`config.mk`:
```
export PLATFORM = sky130hd
export DESIGN_NAME = bkpt_unit
export DESIGN_NICKNAME = d
export VERILOG_FILES = /design/src/rtl/bkpt_pkg.sv /design/src/rtl/bkpt_cfg.sv /design/src/rtl/bkpt_full_cmp.sv /design/src/rtl/bkpt_post_cmp.sv /design/src/rtl/bkpt_unit.sv
export SDC_FILE = /design/constraint.sdc
export NUM_CORES = 1
export LEC_CHECK = 0
export ABC_CLOCK_PERIOD_IN_PS = 1800
export BUFFER_PORTS_ARGS = -buffer_cell sky130_fd_sc_hd__buf_2
export CAP_MARGIN = 0
export CORE_MARGIN = 2
export CORE_UTILIZATION = 30
export CTS_CLUSTER_DIAMETER = 80
export DETAILED_ROUTE_END_ITERATION = 12
export GPL_TIMING_DRIVEN = 1
export MAX_ROUTING_LAYER = met4
export PLACE_DENSITY = 0.59
export SLEW_MARGIN = 20
export SYNTH_ARGS = -nofsm -noshare
export SYNTH_HDL_FRONTEND = slang
export SYNTH_SLANG_ARGS = --single-unit
export TNS_END_PERCENT = 1
```
`constraint.sdc`:
```
create_clock -name clk_i -period 1.8 [get_ports clk_i]
set_input_delay 0.27 -clock clk_i [delete_from_list [all_inputs] [get_ports clk_i]]
set_output_delay 0.27 -clock clk_i [all_outputs]
set_load 0.02 [all_outputs]
```
`src/rtl/bkpt_pkg.sv`:
```
package bkpt_pkg;

  typedef enum logic [1:0] {CYC_ANY, CYC_FETCH, CYC_DATA, CYC_ANY_ALT} cyc_sel_e;
  typedef enum logic [1:0] {SZ_ANY, SZ_LO, SZ_HI, SZ_WORD} size_sel_e;
  typedef enum logic [1:0] {RW_ANY, RW_RD, RW_WR, RW_ANY_ALT} rw_sel_e;

  localparam int NUM_CH = 2;
  localparam int CFG_AW = 3;
  localparam int CFG_DW = 32;

  localparam logic [CFG_AW-1:0] REG_C1_CTRL  = 3'd0;
  localparam logic [CFG_AW-1:0] REG_C1_ADDR  = 3'd1;
  localparam logic [CFG_AW-1:0] REG_C1_DATA  = 3'd2;
  localparam logic [CFG_AW-1:0] REG_C2_CTRL  = 3'd3;
  localparam logic [CFG_AW-1:0] REG_C2_ADDR  = 3'd4;
  localparam logic [CFG_AW-1:0] REG_STAT_CLR = 3'd5;

  localparam int MASK_STEP     = 4;
  localparam int MASK_MAX_CODE = 5;

  // 1 = bit compared, 0 = bit ignored
  function automatic logic [31:0] addr_keep(input logic [2:0] code);
    logic [31:0] k;
    k = '1;
    if (code != 3'd0 && int'(code) <= MASK_MAX_CODE)
      k = 32'hFFFF_FFFF << (MASK_STEP * int'(code));
    return k;
  endfunction

endpackage

```
`src/rtl/bkpt_cfg.sv`:
```
module bkpt_cfg
  import bkpt_pkg::*;
#(
  parameter int ADDR_W = 24,
  parameter int DATA_W = 16
) (
  input  logic                clk_i,
  input  logic                rst_ni,
  input  logic                we_i,
  input  logic [CFG_AW-1:0]   addr_i,
  input  logic [CFG_DW-1:0]   wdata_i,
  output logic                c1_en_o,
  output logic [2:0]          c1_mask_o,
  output cyc_sel_e            c1_cyc_o,
  output size_sel_e           c1_size_o,
  output rw_sel_e             c1_rw_o,
  output logic                c1_dcmp_o,
  output logic [ADDR_W-1:0]   c1_addr_o,
  output logic [DATA_W-1:0]   c1_data_o,
  output logic                c2_en_o,
  output logic [ADDR_W-1:0]   c2_addr_o,
  output logic                c2_clr_o,
  output logic [NUM_CH-1:0]   stat_clr_o
);

  logic unused_wdata;
  assign unused_wdata = ^wdata_i;

  always_ff @(posedge clk_i or negedge rst_ni) begin
    if (!rst_ni) begin
      c1_en_o   <= 1'b0;
      c1_mask_o <= '0;
      c1_cyc_o  <= CYC_ANY;
      c1_size_o <= SZ_ANY;
      c1_rw_o   <= RW_ANY;
      c1_dcmp_o <= 1'b0;
      c1_addr_o <= '0;
      c1_data_o <= '0;
      c2_en_o   <= 1'b0;
      c2_addr_o <= '0;
    end else if (we_i) begin
      case (addr_i)
        REG_C1_CTRL: begin
          c1_en_o   <= wdata_i[0];
          c1_mask_o <= wdata_i[3:1];
          c1_cyc_o  <= cyc_sel_e'(wdata_i[5:4]);
          c1_size_o <= size_sel_e'(wdata_i[7:6]);
          c1_rw_o   <= rw_sel_e'(wdata_i[9:8]);
          c1_dcmp_o <= wdata_i[10];
        end
        REG_C1_ADDR: c1_addr_o <= wdata_i[ADDR_W-1:0];
        REG_C1_DATA: c1_data_o <= wdata_i[DATA_W-1:0];
        REG_C2_CTRL: c2_en_o   <= wdata_i[0];
        REG_C2_ADDR: c2_addr_o <= wdata_i[ADDR_W-1:0];
        default: ;
      endcase
    end
  end

  assign c2_clr_o   = we_i && (addr_i == REG_C2_CTRL || addr_i == REG_C2_ADDR);
  assign stat_clr_o = (we_i && addr_i == REG_STAT_CLR) ? wdata_i[NUM_CH-1:0] : '0;

  p_c2_write_clr_r8: assert property (@(posedge clk_i) disable iff (!rst_ni)
    (we_i && addr_i == REG_C2_ADDR) |=> (c2_addr_o == $past(wdata_i[ADDR_W-1:0])));

endmodule

```
`src/rtl/bkpt_full_cmp.sv`:
```
module bkpt_full_cmp
  import bkpt_pkg::*;
#(
  parameter int ADDR_W = 24,
  parameter int DATA_W = 16,
  localparam int LANES = DATA_W / 8
) (
  input  logic              en_i,
  input  logic [2:0]        mask_i,
  input  cyc_sel_e          cyc_i,
  input  size_sel_e         size_i,
  input  rw_sel_e           rw_i,
  input  logic              dcmp_i,
  input  logic [ADDR_W-1:0] cfg_addr_i,
  input  logic [DATA_W-1:0] cfg_data_i,
  input  logic              bus_valid_i,
  input  logic              bus_fetch_i,
  input  logic              bus_write_i,
  input  logic [ADDR_W-1:0] bus_addr_i,
  input  logic [DATA_W-1:0] bus_data_i,
  input  logic [LANES-1:0]  bus_be_i,
  output logic              hit_o
);

  localparam logic [LANES-1:0] LO_BE = LANES'(1);
  localparam logic [LANES-1:0] HI_BE = LO_BE << (LANES - 1);

  logic [ADDR_W-1:0] keep;
  logic              addr_ok, cyc_ok, size_ok, rw_ok, data_ok;
  logic [LANES-1:0]  lane_ok;

  assign keep    = ADDR_W'(addr_keep(mask_i));
  assign addr_ok = ((bus_addr_i ^ cfg_addr_i) & keep) == '0;

  always_comb begin
    unique case (cyc_i)
      CYC_FETCH: cyc_ok = bus_fetch_i;
      CYC_DATA:  cyc_ok = !bus_fetch_i;
      default:   cyc_ok = 1'b1;
    endcase
  end

  always_comb begin
    unique case (size_i)
      SZ_LO:   size_ok = (bus_be_i == LO_BE);
      SZ_HI:   size_ok = (bus_be_i == HI_BE);
      SZ_WORD: size_ok = &bus_be_i;
      default: size_ok = 1'b1;
    endcase
  end

  always_comb begin
    unique case (rw_i)
      RW_RD:   rw_ok = !bus_write_i;
      RW_WR:   rw_ok = bus_write_i;
      default: rw_ok = 1'b1;
    endcase
  end

  for (genvar g = 0; g < LANES; g++) begin : g_lane
    assign lane_ok[g] = !bus_be_i[g] || (bus_data_i[8*g +: 8] == cfg_data_i[8*g +: 8]);
  end

  assign data_ok = !dcmp_i || (&lane_ok);
  assign hit_o   = en_i && bus_valid_i && addr_ok && cyc_ok && size_ok && rw_ok && data_ok;

endmodule

```
`src/rtl/bkpt_post_cmp.sv`:
```
module bkpt_post_cmp #(
  parameter int ADDR_W = 24,
  parameter int TAG_W  = 4
) (
  input  logic              clk_i,
  input  logic              rst_ni,
  input  logic              en_i,
  input  logic [ADDR_W-1:0] cfg_addr_i,
  input  logic              clr_i,
  input  logic              bus_valid_i,
  input  logic              bus_fetch_i,
  input  logic [ADDR_W-1:0] bus_addr_i,
  input  logic [TAG_W-1:0]  bus_tag_i,
  input  logic              retire_valid_i,
  input  logic [TAG_W-1:0]  retire_tag_i,
  input  logic              flush_i,
  output logic              hit_o
);

  logic             pend_q;
  logic [TAG_W-1:0] tag_q;
  logic             cap;

  assign cap   = en_i && bus_valid_i && bus_fetch_i && (bus_addr_i == cfg_addr_i);
  assign hit_o = pend_q && retire_valid_i && (retire_tag_i == tag_q) && !flush_i;

  // flush / reconfigure beats a new capture; a new capture replaces an older one
  always_ff @(posedge clk_i or negedge rst_ni) begin
    if (!rst_ni) begin
      pend_q <= 1'b0;
      tag_q  <= '0;
    end else if (flush_i || clr_i) begin
      pend_q <= 1'b0;
    end else if (cap) begin
      pend_q <= 1'b1;
      tag_q  <= bus_tag_i;
    end else if (hit_o) begin
      pend_q <= 1'b0;
    end
  end

  p_arm_on_fetch_r7: assert property (@(posedge clk_i) disable iff (!rst_ni)
    (en_i && bus_valid_i && bus_fetch_i && bus_addr_i == cfg_addr_i && !flush_i && !clr_i)
      |=> (pend_q && tag_q == $past(bus_tag_i)));

  p_flush_clears_r8: assert property (@(posedge clk_i) disable iff (!rst_ni)
    (flush_i || clr_i) |=> !pend_q);

  p_flush_blocks_hit_r8: assert property (@(posedge clk_i) disable iff (!rst_ni)
    flush_i |-> !hit_o);

endmodule

```
`src/rtl/bkpt_unit.sv`:
```
module bkpt_unit
  import bkpt_pkg::*;
#(
  parameter int ADDR_W = 24,
  parameter int DATA_W = 16,
  parameter int TAG_W  = 4,
  localparam int LANES = DATA_W / 8
) (
  input  logic              clk_i,
  input  logic              rst_ni,
  input  logic              bus_valid_i,
  input  logic              bus_fetch_i,
  input  logic              bus_write_i,
  input  logic [ADDR_W-1:0] bus_addr_i,
  input  logic [DATA_W-1:0] bus_data_i,
  input  logic [LANES-1:0]  bus_be_i,
  input  logic [TAG_W-1:0]  bus_tag_i,
  input  logic              retire_valid_i,
  input  logic [TAG_W-1:0]  retire_tag_i,
  input  logic              flush_i,
  input  logic              cfg_we_i,
  input  logic [CFG_AW-1:0] cfg_addr_i,
  input  logic [CFG_DW-1:0] cfg_wdata_i,
  output logic              brk_req_o,
  output logic [NUM_CH-1:0] brk_status_o
);

  logic              c1_en, c1_dcmp, c2_en, c2_clr;
  logic [2:0]        c1_mask;
  cyc_sel_e          c1_cyc;
  size_sel_e         c1_size;
  rw_sel_e           c1_rw;
  logic [ADDR_W-1:0] c1_addr, c2_addr;
  logic [DATA_W-1:0] c1_data;
  logic [NUM_CH-1:0] stat_clr, hit;
  logic              brk_q;
  logic [NUM_CH-1:0] stat_q;

  bkpt_cfg #(.ADDR_W(ADDR_W), .DATA_W(DATA_W)) u_cfg (
    .clk_i, .rst_ni,
    .we_i      (cfg_we_i),
    .addr_i    (cfg_addr_i),
    .wdata_i   (cfg_wdata_i),
    .c1_en_o   (c1_en),
    .c1_mask_o (c1_mask),
    .c1_cyc_o  (c1_cyc),
    .c1_size_o (c1_size),
    .c1_rw_o   (c1_rw),
    .c1_dcmp_o (c1_dcmp),
    .c1_addr_o (c1_addr),
    .c1_data_o (c1_data),
    .c2_en_o   (c2_en),
    .c2_addr_o (c2_addr),
    .c2_clr_o  (c2_clr),
    .stat_clr_o(stat_clr)
  );

  bkpt_full_cmp #(.ADDR_W(ADDR_W), .DATA_W(DATA_W)) u_ch1 (
    .en_i       (c1_en),
    .mask_i     (c1_mask),
    .cyc_i      (c1_cyc),
    .size_i     (c1_size),
    .rw_i       (c1_rw),
    .dcmp_i     (c1_dcmp),
    .cfg_addr_i (c1_addr),
    .cfg_data_i (c1_data),
    .bus_valid_i, .bus_fetch_i, .bus_write_i,
    .bus_addr_i, .bus_data_i, .bus_be_i,
    .hit_o      (hit[0])
  );

  bkpt_post_cmp #(.ADDR_W(ADDR_W), .TAG_W(TAG_W)) u_ch2 (
    .clk_i, .rst_ni,
    .en_i       (c2_en),
    .cfg_addr_i (c2_addr),
    .clr_i      (c2_clr),
    .bus_valid_i, .bus_fetch_i, .bus_addr_i, .bus_tag_i,
    .retire_valid_i, .retire_tag_i, .flush_i,
    .hit_o      (hit[1])
  );

  // match wins over a clear in the same cycle
  always_ff @(posedge clk_i or negedge rst_ni) begin
    if (!rst_ni) begin
      brk_q  <= 1'b0;
      stat_q <= '0;
    end else begin
      brk_q  <= |hit;
      stat_q <= (stat_q & ~stat_clr) | hit;
    end
  end

  assign brk_req_o    = brk_q;
  assign brk_status_o = stat_q;

  p_brk_sets_status_r9: assert property (@(posedge clk_i) disable iff (!rst_ni)
    brk_req_o |-> (|brk_status_o));

  p_status_sticky_r9: assert property (@(posedge clk_i) disable iff (!rst_ni)
    (brk_status_o[0] && !(cfg_we_i && cfg_addr_i == REG_STAT_CLR && cfg_wdata_i[0]))
      |=> brk_status_o[0]);

  p_disabled_quiet_r6: assert property (@(posedge clk_i) disable iff (!rst_ni)
    (brk_req_o && !$past(hit[1])) |-> $past(c1_en && bus_valid_i));

  p_fetch_qual_r2: assert property (@(posedge clk_i) disable iff (!rst_ni)
    (brk_req_o && !$past(hit[1]) && $past(c1_cyc == CYC_FETCH)) |-> $past(bus_fetch_i));

  p_word_qual_r3: assert property (@(posedge clk_i) disable iff (!rst_ni)
    (brk_req_o && !$past(hit[1]) && $past(c1_size == SZ_WORD)) |-> $past(&bus_be_i));

  p_write_qual_r4: assert property (@(posedge clk_i) disable iff (!rst_ni)
    (brk_req_o && !$past(hit[1]) && $past(c1_rw == RW_WR)) |-> $past(bus_write_i));

endmodule

```
# [Word-level counts from Yosys, hierarchy flattened]
# Cells that the tools add are included.
[totals] latchBits=0 memories=0 romBits=0 ram_bits=0 register_bits=84 output_inout_bits=3 inputBits=93
[classes] shifts=1 n_div=0 bitwise_logic=6 n_mux=8 addsub=0 n_reduce_logical=39 multipliers=0 magnitude_cmp=1 eq_ne=18
[ops] op="32-bit by 5-bit left shift with 24-bit output, first input constant" n=1
[ops] op="24-bit bitwise AND" n=1
[ops] op="24-bit equality test" n=1
[ops] op="24-bit zero test" n=1
[ops] op="24-bit 2-to-1 mux" n=1
[ops] op="24-bit bitwise XOR" n=1
[ops] op="8-bit equality test" n=2
[ops] op="2-bit AND reduction" n=8
[ops] op="1-bit logical AND" n=15
[ops] op="2-bit equality test, second input constant" n=5
[ops] op="2-bit by 1-bit equality test with 1-bit output, second input constant" n=4
[ops] op="3-bit by 2-bit equality test with 1-bit output, second input constant" n=2
[ops] op="3-bit equality test, second input constant" n=2
[ops] op="1-bit zero test" n=6
[ops] op="3-bit nonzero test" n=2
[ops] op="1-bit logical OR" n=5
[ops] op="4-bit equality test" n=1
[ops] op="1-bit case mux with 2 select lines" n=2
[ops] op="3-bit by 1-bit equality test with 1-bit output, second input constant" n=1
[ops] op="3-bit <= comparator, second input constant" n=1
[ops] op="3-bit zero test" n=1
[ops] op="1-bit 2-to-1 mux" n=3
[ops] op="1-bit case mux with 3 select lines" n=1
[ops] op="2-bit bitwise AND" n=1
[ops] op="other kinds (5)" n=5

# [Logic depth before layout (Yosys ltp)]
# Gate-level depths: netlist (run 1).
[logic_depth] word_depth=11 depth_mapped=7

# [Modules after synthesis]
# Synthesis (run 1) repeated with hierarchy kept, for this count alone.
[hier_totals] hier_cells=316 area_unflattened_um2=4377.9
[modules_own_cells] mod="bkpt_cfg" n_inst=1 area_per_inst_um2=3066.7 cells_each=172 seq_area_each_um2=1901.8
[modules_own_cells] mod="bkpt_full_cmp" n_inst=1 area_per_inst_um2=690.7 cells_each=84 seq_area_each_um2=0.0
[modules_own_cells] mod="bkpt_post_cmp" n_inst=1 area_per_inst_um2=516.7 cells_each=52 seq_area_each_um2=125.1
[modules_own_cells] mod="bkpt_unit" n_inst=1 area_per_inst_um2=103.8 cells_each=8 seq_area_each_um2=75.1

# [Worst setup path after synthesis (run 1)]
# Ideal clock, no wire load.
[synth_path] kind="flip-flop to flip-flop" from="register u_cfg.c2_addr_o[0]" to="register u_ch2.tag_q[0]" arrival_time_ns=1.415 path_slack_ns=0.260 stages_incl_launch_ff=7 required_time_ns=1.675 cell_sequence="dfrtp_1 > xnor2_1 > nand4_1 > nor4_1 > and3_1 > buf_6 > mux2_4"
[synth_between] elab_chain_cells=3
[synth_rtl] element="start, declared" line="bkpt_cfg.sv:21" source="output logic [ADDR_W-1:0] c2_addr_o,"
[synth_rtl] element="start signal, assigned" line="bkpt_cfg.sv:54" source="REG_C2_ADDR: c2_addr_o <= wdata_i[ADDR_W-1:0];"
[synth_rtl] element="24-bit equality test" line="bkpt_post_cmp.sv:24" source="assign cap = en_i && bus_valid_i && bus_fetch_i && (bus_addr_i == cfg_addr_i);"
[synth_rtl] element="1-bit logical AND" line="bkpt_post_cmp.sv:24"
[synth_rtl] element="2-bit AND reduction (no source line)"
[synth_rtl] element="end signal, assigned" line="bkpt_post_cmp.sv:36" source="tag_q <= bus_tag_i;"
[synth_rtl] element="end, declared" line="bkpt_post_cmp.sv:21" source="logic [TAG_W-1:0] tag_q;"
# Every way passes these cells.
# A chain may end at the register's enable or synchronous reset.

# [Worst setup path after layout (run 1)]
[layout_path] from="register u_cfg.c2_addr_o[6]" to="register u_ch2.tag_q[2]"
# Same word-level chain as after synthesis.

==> results by group, run 1 <==
Status
  – Status: finished clean

Placement
  – Final HPWL DP: 7.88 mm
  – Placed cell count: 596
  – Buffers on Ports: 87
  – GPL Wtd Cong: 0.794

Synth
  – Sequential area share after synthesis: 49.4%
  – Top cells by area, synth: dfrtp_1, mux2_2, xnor2_1
  – Syn avg cell area: 13.0 µm²
  – Yosys top cell area share: 49.4%
  – Synth area leader: dfrtp_1
  – Synth Net Count: 426
  – Cells after synthesis: 326
  – Cell Area, Synth: 4250 µm²
  – Netlist cell types: 40
  – Seq cells post-synth: 84
  – Total number of yosys warnings: 0

Clocking
  – Total clock sinks: 84
  – Total CTS buffers: 9
  – Clock Path Buffers: 2
  – Clk_lat worst skew: 0.35 ns
  – H-tree depth: 3
  – Clock root cell: clkbuf_16
  – Clock slew at reported path FFs: 0.07 ns
  – CTS tree: yes

Critical path
  – Worst path required time: 2.03 ns
  – CP Capture Type: flip-flop
  – Reg2reg path depth: 6
  – Critical path class: reg2reg
  – Startpoint types: flip-flop
  – CP arrival: 1.99 ns
  – Critical path peak fanout: 5

Timing
  – Setup-failing EPs final: 0
  – Final Cycle Share: 97.7%
  – Unrepaired setup endpoints after global routing: yes
  – Max Slew Vio Count: 0
  – Slew @ Worst Pin: 0.524 ns
  – Setup Skew: 0.0100 ns
  – Final min period: 1.76 ns
  – Final hold vios: 0
  – Setup tns final: 0 ns
  – Max-slew headroom: 65.0%
  – Fmax: 569 MHz

Worst hold path
  – Hold Crit Class: in2reg
  – WHS Path Cells: 2

Floorplan
  – I/O pins: 96
  – Core footprint: 13,900 µm²
  – DIE WIDTH: 123 µm
  – Initial core utilization: 30.6%
  – Die Ht: 123 µm
  – Cell Rows: 43
  – Die footprint: 15,100 µm²

Power
  – Pwr Density: 1050 nW/µm²
  – PnR Total Power: 5.62 mW
  – Worst vdd ir: 0.546 mV
  – Leak pwr: 2.31 nW

Global route
  – First-pass GRT wire length: 16.2 mm
  – GRT Util Overall: 15.0%
  – Largest net degree at the start of global routing: 40
  – Number of global-route vias before repair: 3,154
  – Total gr overflow: 0
  – Initial antenna violation count: 0

Layout
  – Most common cell after layout, fill and taps aside: buf_2
  – Final core utilization: 38.4%
  – Filler cells: 1,381
  – Commonest cells after routing, fill and taps aside: buf_2, dfrtp_1, mux2_2, xnor2_1, xor2_1
  – Number of non-filler instances in the completed layout: 614
  – Final nets: 529
  – Synth-to-Final Area Change: 25.3%
  – Layout cell share with drive strength beyond 1: 46.5%
  – Antenna Cells: 0

Detailed routing
  – Starting DRT DRC Count: 67
  – Total number of vias: 2,850
  – DRC viols: 0
  – 1st-pass router iterations: 4
  – Wire per inst: 16.5 µm
  – DR vias/cell: 4.64
  – Final ANT Viol Nets: 0
  – Final wirelength: 10.1 mm

Flow run
  – Max-cap viol count: 0
-- flip-flops by register name, summed over array words and instances (netlist names), 2 cells and up --
name             cells
u_cfg.c2_addr_o     24
u_cfg.c1_size_o      2
u_ch2.tag_q          4
u_cfg.c1_mask_o      3
u_cfg.c1_data_o     16
brk_status_o         2
u_cfg.c1_addr_o     24
u_cfg.c1_cyc_o       2
u_cfg.c1_rw_o        2
-- cell usage after synthesis (all sizes together) --
cell / number
a41oi: 1
a31o: 1
a31oi: 1
o31a: 1
dfrtp: 84
nand3: 1
nor3b: 2
nand4b: 1
o2111ai: 2
nand4: 12
o32a: 1
buf: 9
nor3: 5
nor2b: 2
mux2: 76
a21oi: 3
nor2: 4
o22ai: 1
nand2: 15
nand3b: 1
nor4: 4
and3b: 1
nand2b: 3
inv: 6
a21boi: 1
xor2: 17
o21ai: 11
ha: 7
o41ai: 1
xnor2: 51
and3: 1
-- worst paths after layout --
check                              startpoint             endpoint  slack, ns
setup / recovery           u_cfg.c2_addr_o[6]       u_ch2.tag_q[2]       0.04
hold / removal                   bus_tag_i[3]       u_ch2.tag_q[3]       0.15
setup reg to reg           u_cfg.c2_addr_o[6]       u_ch2.tag_q[2]       0.04
hold reg to reg               brk_status_o[0]      brk_status_o[0]       0.48
max in group asynchronous              rst_ni  u_cfg.c2_addr_o[20]       0.77
min in group asynchronous              rst_ni       u_ch2.tag_q[3]       0.44
-- per-stage QoR --
stage	worst slack [ns]	instance area (µm²)	hold WS (ns)
finish	0.0412	5330	0.150
global route	-0.0728	5330	0.146
CTS	0.00325	5290	0.145
detailed placement	-0.0175	4960	0.286
global placement	-0.0272	4960	0.281
floorplan	0.260	4250	-0.0256
-- power by group --
group	internal [mW]	total (mW)	switching, mW
clock	1.10	1.91	0.816
combinational	0.695	1.18	0.486
sequential	2.27	2.53	0.263
total	4.06	5.62	1.57
-- layout make-up --
type	count	area (µm²)	share of cell area, %
clock buffer	9	225	4.23
sequential	84	2100	39.4
inverter	6	22.5	0.423
clock inverter	7	82.6	1.55
multi-input combinational	227	2070	38.9
timing repair buffer	101	599	11.2
tap	180	225	4.23
-- cells by family (layout without fill, tap and decap cells) --
group           count (synthesis)  count (layout)  share of synthesized area [%]
flops                          84              84                           49.4
mux                            76              76                           20.5
xor+xnor                       68              68                           14.0
simple gates                   52              52                           7.62
compound gates                 24              24                           3.74
buf+inv                        15             123                           2.68
fa+ha+maj                       7               7                           2.06
-- worst max-delay path: stages (launching register included) --
cell,delay [ns]
dfrtp_1,0.41
xnor2_2,0.22
nand4_1,0.14
nor4_2,0.25
and3_1,0.20
buf_6,0.13
mux2_4,0.30
-- metal layers --
metal | vias to the layer above | global-route usage [%] | share of wire [%]
li1 | 1355 | - | -
met1 | 1417 | 17.9 | 44
met2 | 68 | 25.3 | 49
met3 | 10 | 4.15 | 5.5
met4 | 0 | 3.69 | 1.3
met5 | - | - | 0
-- timing repair --
| action | CTS | global route |
|---|---|---|
| setup buffers | 0 | 1 |
| setup endpoints to repair | 4 | 4 |
| gates resized for setup | 1 | 5 |
| hold buffers | 1 | 0 |
| pin swaps | 0 | 4 |
| hold endpoints to repair | 37 | 0 |
Note: power is estimated with default switching activity, not from simulation.
==> inputs of run 2 (changes only) <==
- ABC_CLOCK_PERIOD_IN_PS: 1800 -> 1850
- SLEW_MARGIN: 20 -> 10
- clock period: 1.8 -> 1.85 ns (I/O delays scaled with it)
==> results by group, run 2 (synthesized netlist as in run 1, its figures left out) <==
Status
  – Status: finished clean (unchanged)

Layout
  – Number of non-filler instances in the completed layout: 611 (was 614)
  – Synth-to-Final Area Change: 25.0% (was 25.3%)
  – Most common cell after layout, fill and taps aside: buf_2 (unchanged)
  – Layout cell share with drive strength beyond 1: 45.9% (was 46.5%)
  – Commonest cells after routing, fill and taps aside: buf_2, dfrtp_1, mux2_2, xnor2_1, xor2_1 (unchanged)
  – Antenna Cells: 0 (unchanged)
  – Final nets: 526 (was 529)
  – Largest registers: u_cfg.c1_addr_o (24), u_cfg.c2_addr_o (24), u_cfg.c1_data_o (16) (unchanged)

Global route
  – Total gr overflow: 0 (unchanged)
  – GRT Util Overall: 15.1% (was 15.0%)
  – Largest net degree at the start of global routing: 36 (was 40)
  – Number of global-route vias before repair: 3,080 (was 3,154)
  – First-pass GRT wire length: 16.2 mm (about the same)
  – Initial antenna violation count: 0 (unchanged)

Placement
  – Buffers on Ports: 87 (unchanged)
  – Placed cell count: 594 (was 596)
  – Final HPWL DP: 8.02 mm (was 7.88 mm)
  – GPL Wtd Cong: 0.783 (was 0.794)

Clocking
  – Clock slew at reported path FFs: 0.06 ns (was 0.07 ns)
  – Clock root cell: clkbuf_16 (unchanged)
  – Total CTS buffers: 9 (unchanged)
  – Total clock sinks: 84 (unchanged)
  – CTS tree: yes (unchanged)
  – Clock Path Buffers: 2 (unchanged)
  – Post-CTS Setup Inserts: 0 (unchanged)
  – Clk_lat worst skew: 0.34 ns (was 0.35 ns)
  – H-tree depth: 3 (unchanged)

Power
  – Comb pwr share: 20.6% (was 21.0%)
  – Net switching power: 1.48 mW (was 1.57 mW)
  – PnR Total Power: 5.54 mW (was 5.62 mW)
  – Sw frac: 26.8% (was 27.8%)
  – Sequential Power Share: 44.4% (was 45.0%)
  – Clock network fraction of total power: 35.0% (was 34.0%)
  – Leak pwr: 2.30 nW (was 2.31 nW)
  – Worst vdd ir: 0.614 mV (was 0.546 mV)
  – Cell Int Power: 4.06 mW (about the same)
  – Pwr Density: 1040 nW/µm² (was 1050 nW/µm²)

Critical path
  – Cell family with most CP delay: simple AND/OR/NAND/NOR gates (unchanged)
  – Worst path required time: 2.08 ns (was 2.03 ns)
  – Critical path class: reg2reg (unchanged)
  – Critical path peak fanout: 5 (unchanged)
  – Worst flop-to-flop path endpoint: u_ch2.tag_q[0] (was u_ch2.tag_q[2])
  – FF-to-FF Start: u_cfg.c2_addr_o[5] (was u_cfg.c2_addr_o[6])
  – Buf/Inv on CP: 1 (unchanged)
  – R2R Setup Slk: 0.11 ns (was 0.04 ns)
  – Critical Path Max Stage Delay: 0.39 ns (was 0.41 ns)
  – Startpoint types: flip-flop (unchanged)
  – CP Capture Type: flip-flop (unchanged)
  – Reg2reg path depth: 6 (unchanged)
  – Critical path's slowest cell: dfrtp_1 (unchanged)
  – CP arrival: 1.97 ns (was 1.99 ns)
  – CP cell instances: xnor2_1, nand4_1, nor4_2, and3_1, buf_6, mux2_4 (was xnor2_2, nand4_1, nor4_2, and3_1, buf_6, mux2_4)

Floorplan
  – Core footprint: 13,900 µm² (unchanged)
  – Cell Rows: 43 (unchanged)
  – DIE WIDTH: 123 µm (unchanged)
  – Die Ht: 123 µm (unchanged)
  – I/O pins: 96 (unchanged)
  – Initial core utilization: 30.6% (unchanged)
  – Die footprint: 15,100 µm² (unchanged)

Timing
  – Slew @ Worst Pin: 0.465 ns (was 0.524 ns)
  – Max-slew headroom: 69.0% (was 65.0%)
  – Setup Skew: 0.00436 ns (was 0.0100 ns)
  – Final hold vios: 0 (unchanged)
  – Setup-failing EPs final: 0 (unchanged)
  – Max Slew Vio Count: 0 (unchanged)
  – Final Cycle Share: 94.2% (was 97.7%)
  – Final min period: 1.74 ns (was 1.76 ns)
  – Hold slack: 0.160 ns (was 0.150 ns)
  – Fmax: 574 MHz (was 569 MHz)
  – Unrepaired setup endpoints after global routing: yes (unchanged)

Worst hold path
  – WHS Path Cells: 2 (unchanged)
  – Hold Path Sink: u_ch2.tag_q[2] (was u_ch2.tag_q[3])
  – Hold Crit Class: in2reg (unchanged)
  – Hold_sp: bus_tag_i[2] (was bus_tag_i[3])

Detailed routing
  – DR vias/cell: 4.66 (was 4.64)
  – Total number of vias: 2,847 (was 2,850)
  – Starting DRT DRC Count: 75 (was 67)
  – Final wirelength: 10.4 mm (was 10.1 mm)
  – 1st-pass router iterations: 4 (unchanged)
  – Wire per inst: 17.1 µm (was 16.5 µm)
  – DRC viols: 0 (unchanged)
  – Final ANT Viol Nets: 0 (unchanged)

Flow run
  – Max-cap viol count: 0 (unchanged)
run 2: through the flow:
stage | instance area, µm² | setup WS, ns | TNS [ns] | utilization, %
floorplan | 4250 | 0.310 | 0 | -
global placement | 4950 | 0.0278 | 0 | 35.7
detailed placement | 4950 | 0.00197 | 0 | 35.7
CTS | 5280 | 0.00529 | 0 | 38.1
global route | 5320 | -0.0283 | -0.0833 | 38.3
finish | 5320 | 0.107 | 0 | 38.3
run 2: worst max path at each step:
stage,end,startpoint,cells past startpoint
3_5_place_dp,u_ch2.tag_q[0],bus_addr_i[14],7
3_3_place_gp,u_ch2.tag_q[0],bus_addr_i[6],7
6_report,u_ch2.tag_q[0],u_cfg.c2_addr_o[5],6
2_1_floorplan,u_ch2.tag_q[0],u_cfg.c2_addr_o[0],6
4_1_cts,u_ch2.tag_q[0],u_cfg.c2_addr_o[6],6
5_1_grt,u_ch2.tag_q[0],u_cfg.c2_addr_o[6],6
run 2: cell type report:
| type | count | area (µm²) |
|---|---|---|
| Clock buffer | 9 | 225 |
| Sequential cell | 84 | 2100 |
| Tap cell | 180 | 225 |
| Timing Repair Buffer | 98 | 577 |
| Multi-Input combinational cell | 227 | 2070 |
| Clock inverter | 7 | 97.6 |
| Inverter | 6 | 22.5 |
| Fill cell | 1367 | 8570 |
run 2: timing repair:
item | in CTS | in global routing
setup endpoints to repair | 0 | 4
endpoints found under the hold margin | 32 | 0
resized for setup | 0 | 5
hold buffers | 1 | 0
run 2: power by group through the flow:
stage	Clock [mW]	Combinational, mW	Sequential [mW]
after floorplan	0	0.776	2.43
after detailed placement	0	1.14	2.49
final	1.94	1.14	2.46
after global placement	0	1.11	2.47
after CTS	2.00	1.16	2.46
after global routing	2.07	1.26	2.51
run 2: per-layer routing:
| metal | GRT usage [%] | wire length (µm) | vias up |
|---|---|---|---|
| met5 | - | 0 | - |
| met4 | 4.55 | 129 | 0 |
| met3 | 3.64 | 495 | 12 |
| met2 | 24.7 | 5190 | 64 |
| met1 | 18.5 | 4620 | 1418 |
| li1 | - | - | 1353 |
==> inputs of run 3 (changes only) <==
- CORE_ASPECT_RATIO: not set -> 1.1
==> results by group, run 3 (synthesized netlist as in run 1, its figures left out) <==
Status
  – Status: finished clean (unchanged)

Timing
  – Final min period: 1.75 ns (was 1.74 ns)
  – Final Cycle Share: 94.8% (was 94.2%)
  – Setup tns final: 0 ns (unchanged)
  – Max-slew headroom: 72.2% (was 69.0%)
  – Setup-failing EPs final: 0 (unchanged)
  – Final WS setup: 0.0956 ns (was 0.107 ns)
  – Hold slack: 0.170 ns (was 0.160 ns)
  – Unrepaired setup endpoints after global routing: no (was yes)
  – Setup Skew: 0.00659 ns (was 0.00436 ns)
  – Final hold vios: 0 (unchanged)
  – Slew @ Worst Pin: 0.413 ns (was 0.465 ns)
  – Max Slew Vio Count: 0 (unchanged)
  – Fmax: 570 MHz (was 574 MHz)

Critical path
  – Critical Path Max Stage Delay: 0.39 ns (about the same)
  – Critical path peak fanout: 5 (unchanged)
  – CP Capture Type: flip-flop (unchanged)
  – Startpoint types: flip-flop (unchanged)
  – Critical path's slowest cell: dfrtp_1 (unchanged)
  – Critical path class: reg2reg (unchanged)
  – CP cell instances: xnor2_1, nand4_1, nor3_1, and3_1, buf_4, mux2_4 (was xnor2_1, nand4_1, nor4_2, and3_1, buf_6, mux2_4)
  – CP arrival: 1.98 ns (was 1.97 ns)
  – Worst path required time: 2.07 ns (was 2.08 ns)

Flow run
  – Max-cap viol count: 0 (unchanged)

Layout
  – Commonest cells after routing, fill and taps aside: buf_2, dfrtp_1, mux2_2, xnor2_1, xor2_1 (unchanged)
  – Final core utilization: 38.2% (was 38.3%)
  – Final nets: 525 (was 526)
  – Antenna Cells: 0 (unchanged)
  – Largest registers: u_cfg.c1_addr_o (24), u_cfg.c2_addr_o (24), u_cfg.c1_data_o (16) (unchanged)
  – Most common cell after layout, fill and taps aside: buf_2 (unchanged)
  – Number of non-filler instances in the completed layout: 616 (was 611)
  – Layout cell share with drive strength beyond 1: 44.9% (was 45.9%)
  – Synth-to-Final Area Change: 24.4% (was 25.0%)

Floorplan
  – I/O pins: 96 (unchanged)
  – DIE WIDTH: 118 µm (was 123 µm)
  – Cell Rows: 45 (was 43)
  – Initial core utilization: 30.7% (was 30.6%)
  – Die Ht: 129 µm (was 123 µm)
  – Die footprint: 15,100 µm² (about the same)
  – Core footprint: 13,900 µm² (about the same)

Global route
  – Total gr overflow: 0 (unchanged)
  – GRT Util Overall: 15.1% (about the same)
  – Initial antenna violation count: 0 (unchanged)
  – First-pass GRT wire length: 16.7 mm (was 16.2 mm)
  – Largest net degree at the start of global routing: 51 (was 36)
  – Number of global-route vias before repair: 3,135 (was 3,080)

Detailed routing
  – Starting DRT DRC Count: 94 (was 75)
  – DR vias/cell: 4.59 (was 4.66)
  – Final wirelength: 10.2 mm (was 10.4 mm)
  – DRC viols: 0 (unchanged)
  – 1st-pass router iterations: 4 (unchanged)
  – Final ANT Viol Nets: 0 (unchanged)
  – Wire per inst: 16.6 µm (was 17.1 µm)
  – Total number of vias: 2,826 (was 2,847)

Worst hold path
  – Hold Crit Class: in2reg (unchanged)

Placement
  – GPL Wtd Cong: 0.778 (was 0.783)
  – Dpl ws: 0.0298 ns (was 0.00197 ns)
  – Buffers on Ports: 87 (unchanged)
  – Final HPWL DP: 7.84 mm (was 8.02 mm)
  – Placed cell count: 601 (was 594)

Clocking
  – Clock root cell: clkbuf_16 (unchanged)
  – H-tree depth: 3 (unchanged)
  – Clock Path Buffers: 2 (unchanged)
  – Clk_lat worst skew: 0.34 ns (about the same)
  – Post-CTS Setup Inserts: 0 (unchanged)
  – Total CTS buffers: 9 (unchanged)
  – Total clock sinks: 84 (unchanged)
  – Clock slew at reported path FFs: 0.06 ns (about the same)
  – CTS tree: yes (unchanged)

Power
  – Worst vdd ir: 0.372 mV (was 0.614 mV)
  – Leak pwr: 2.29 nW (was 2.30 nW)
  – Pwr Density: 1040 nW/µm² (about the same)
## run 3: changes by cell type in the layout (fill, tap and decap cells not counted), sizes merged
| cell | delta |
|---|---|
| buf | -1 |
| clkinv | -1 |
| clkinvlp | -2 |
| inv | -2 |
| clkbuf | +3 |
## run 3: where the power goes
group / total [mW] / internal (mW) / switching (mW)
Clock: 1.89 / 1.21 / 0.689
Combinational: 1.13 / 0.660 / 0.465
Sequential: 2.46 / 2.21 / 0.258
Total: 5.48 / 4.07 / 1.41
## run 3: metrics by stage
step	instance area [µm²]	total power, mW
after detailed placement	4950	3.63
after global placement	4950	3.56
after global routing	5290	5.80
after floorplan	4250	3.21
after CTS	5270	5.56
final	5290	5.48
## run 3: repair_timing
action / CTS / global route
endpoints found under the hold margin: 11 / 0
hold buffers: 1 / 0
endpoints found under the setup margin: 0 / 4
gates resized for setup: 0 / 3
## run 3: critical path, delay by kind of cell (launching register included)
| family | cells | cell delay, ns |
|---|---|---|
| buf+inv | 1 | 0.16 |
| mux | 1 | 0.31 |
| simple gates | 3 | 0.55 |
| xor+xnor | 1 | 0.23 |
| flops | 1 | 0.39 |
## run 3: worst paths after layout
| check | start | endpoint | slack, ns | cells after the start |
|---|---|---|---|---|
| worst max register to register | u_cfg.c2_addr_o[11] | u_ch2.tag_q[2] | 0.1 | 6 |
| worst min-delay path | bus_tag_i[1] | u_ch2.tag_q[1] | 0.17 | 2 |
| worst min register to register | brk_status_o[1] | brk_status_o[1] | 0.48 | 2 |
| worst max-delay path | u_cfg.c2_addr_o[11] | u_ch2.tag_q[2] | 0.1 | 6 |
| min in group asynchronous | rst_ni | u_ch2.tag_q[0] | 0.33 | 2 |
| max in group asynchronous | rst_ni | u_cfg.c1_addr_o[2] | 0.97 | 3 |
## run 3: cell type report
cell class / count / area [µm²]
clock inverter: 2 / 60.1
multi-input combinational: 227 / 2060
fill: 1397 / 8560
inverter: 6 / 22.5
sequential: 84 / 2100
tap: 188 / 235
clock buffer: 12 / 246
timing repair buffer: 97 / 566
## run 3: per-layer routing
layer	share of wire, %	track usage [%]
met1	43	17.6
met5	0	-
met2	50	25.2
met3	4.5	3.28
met4	2.1	6.52
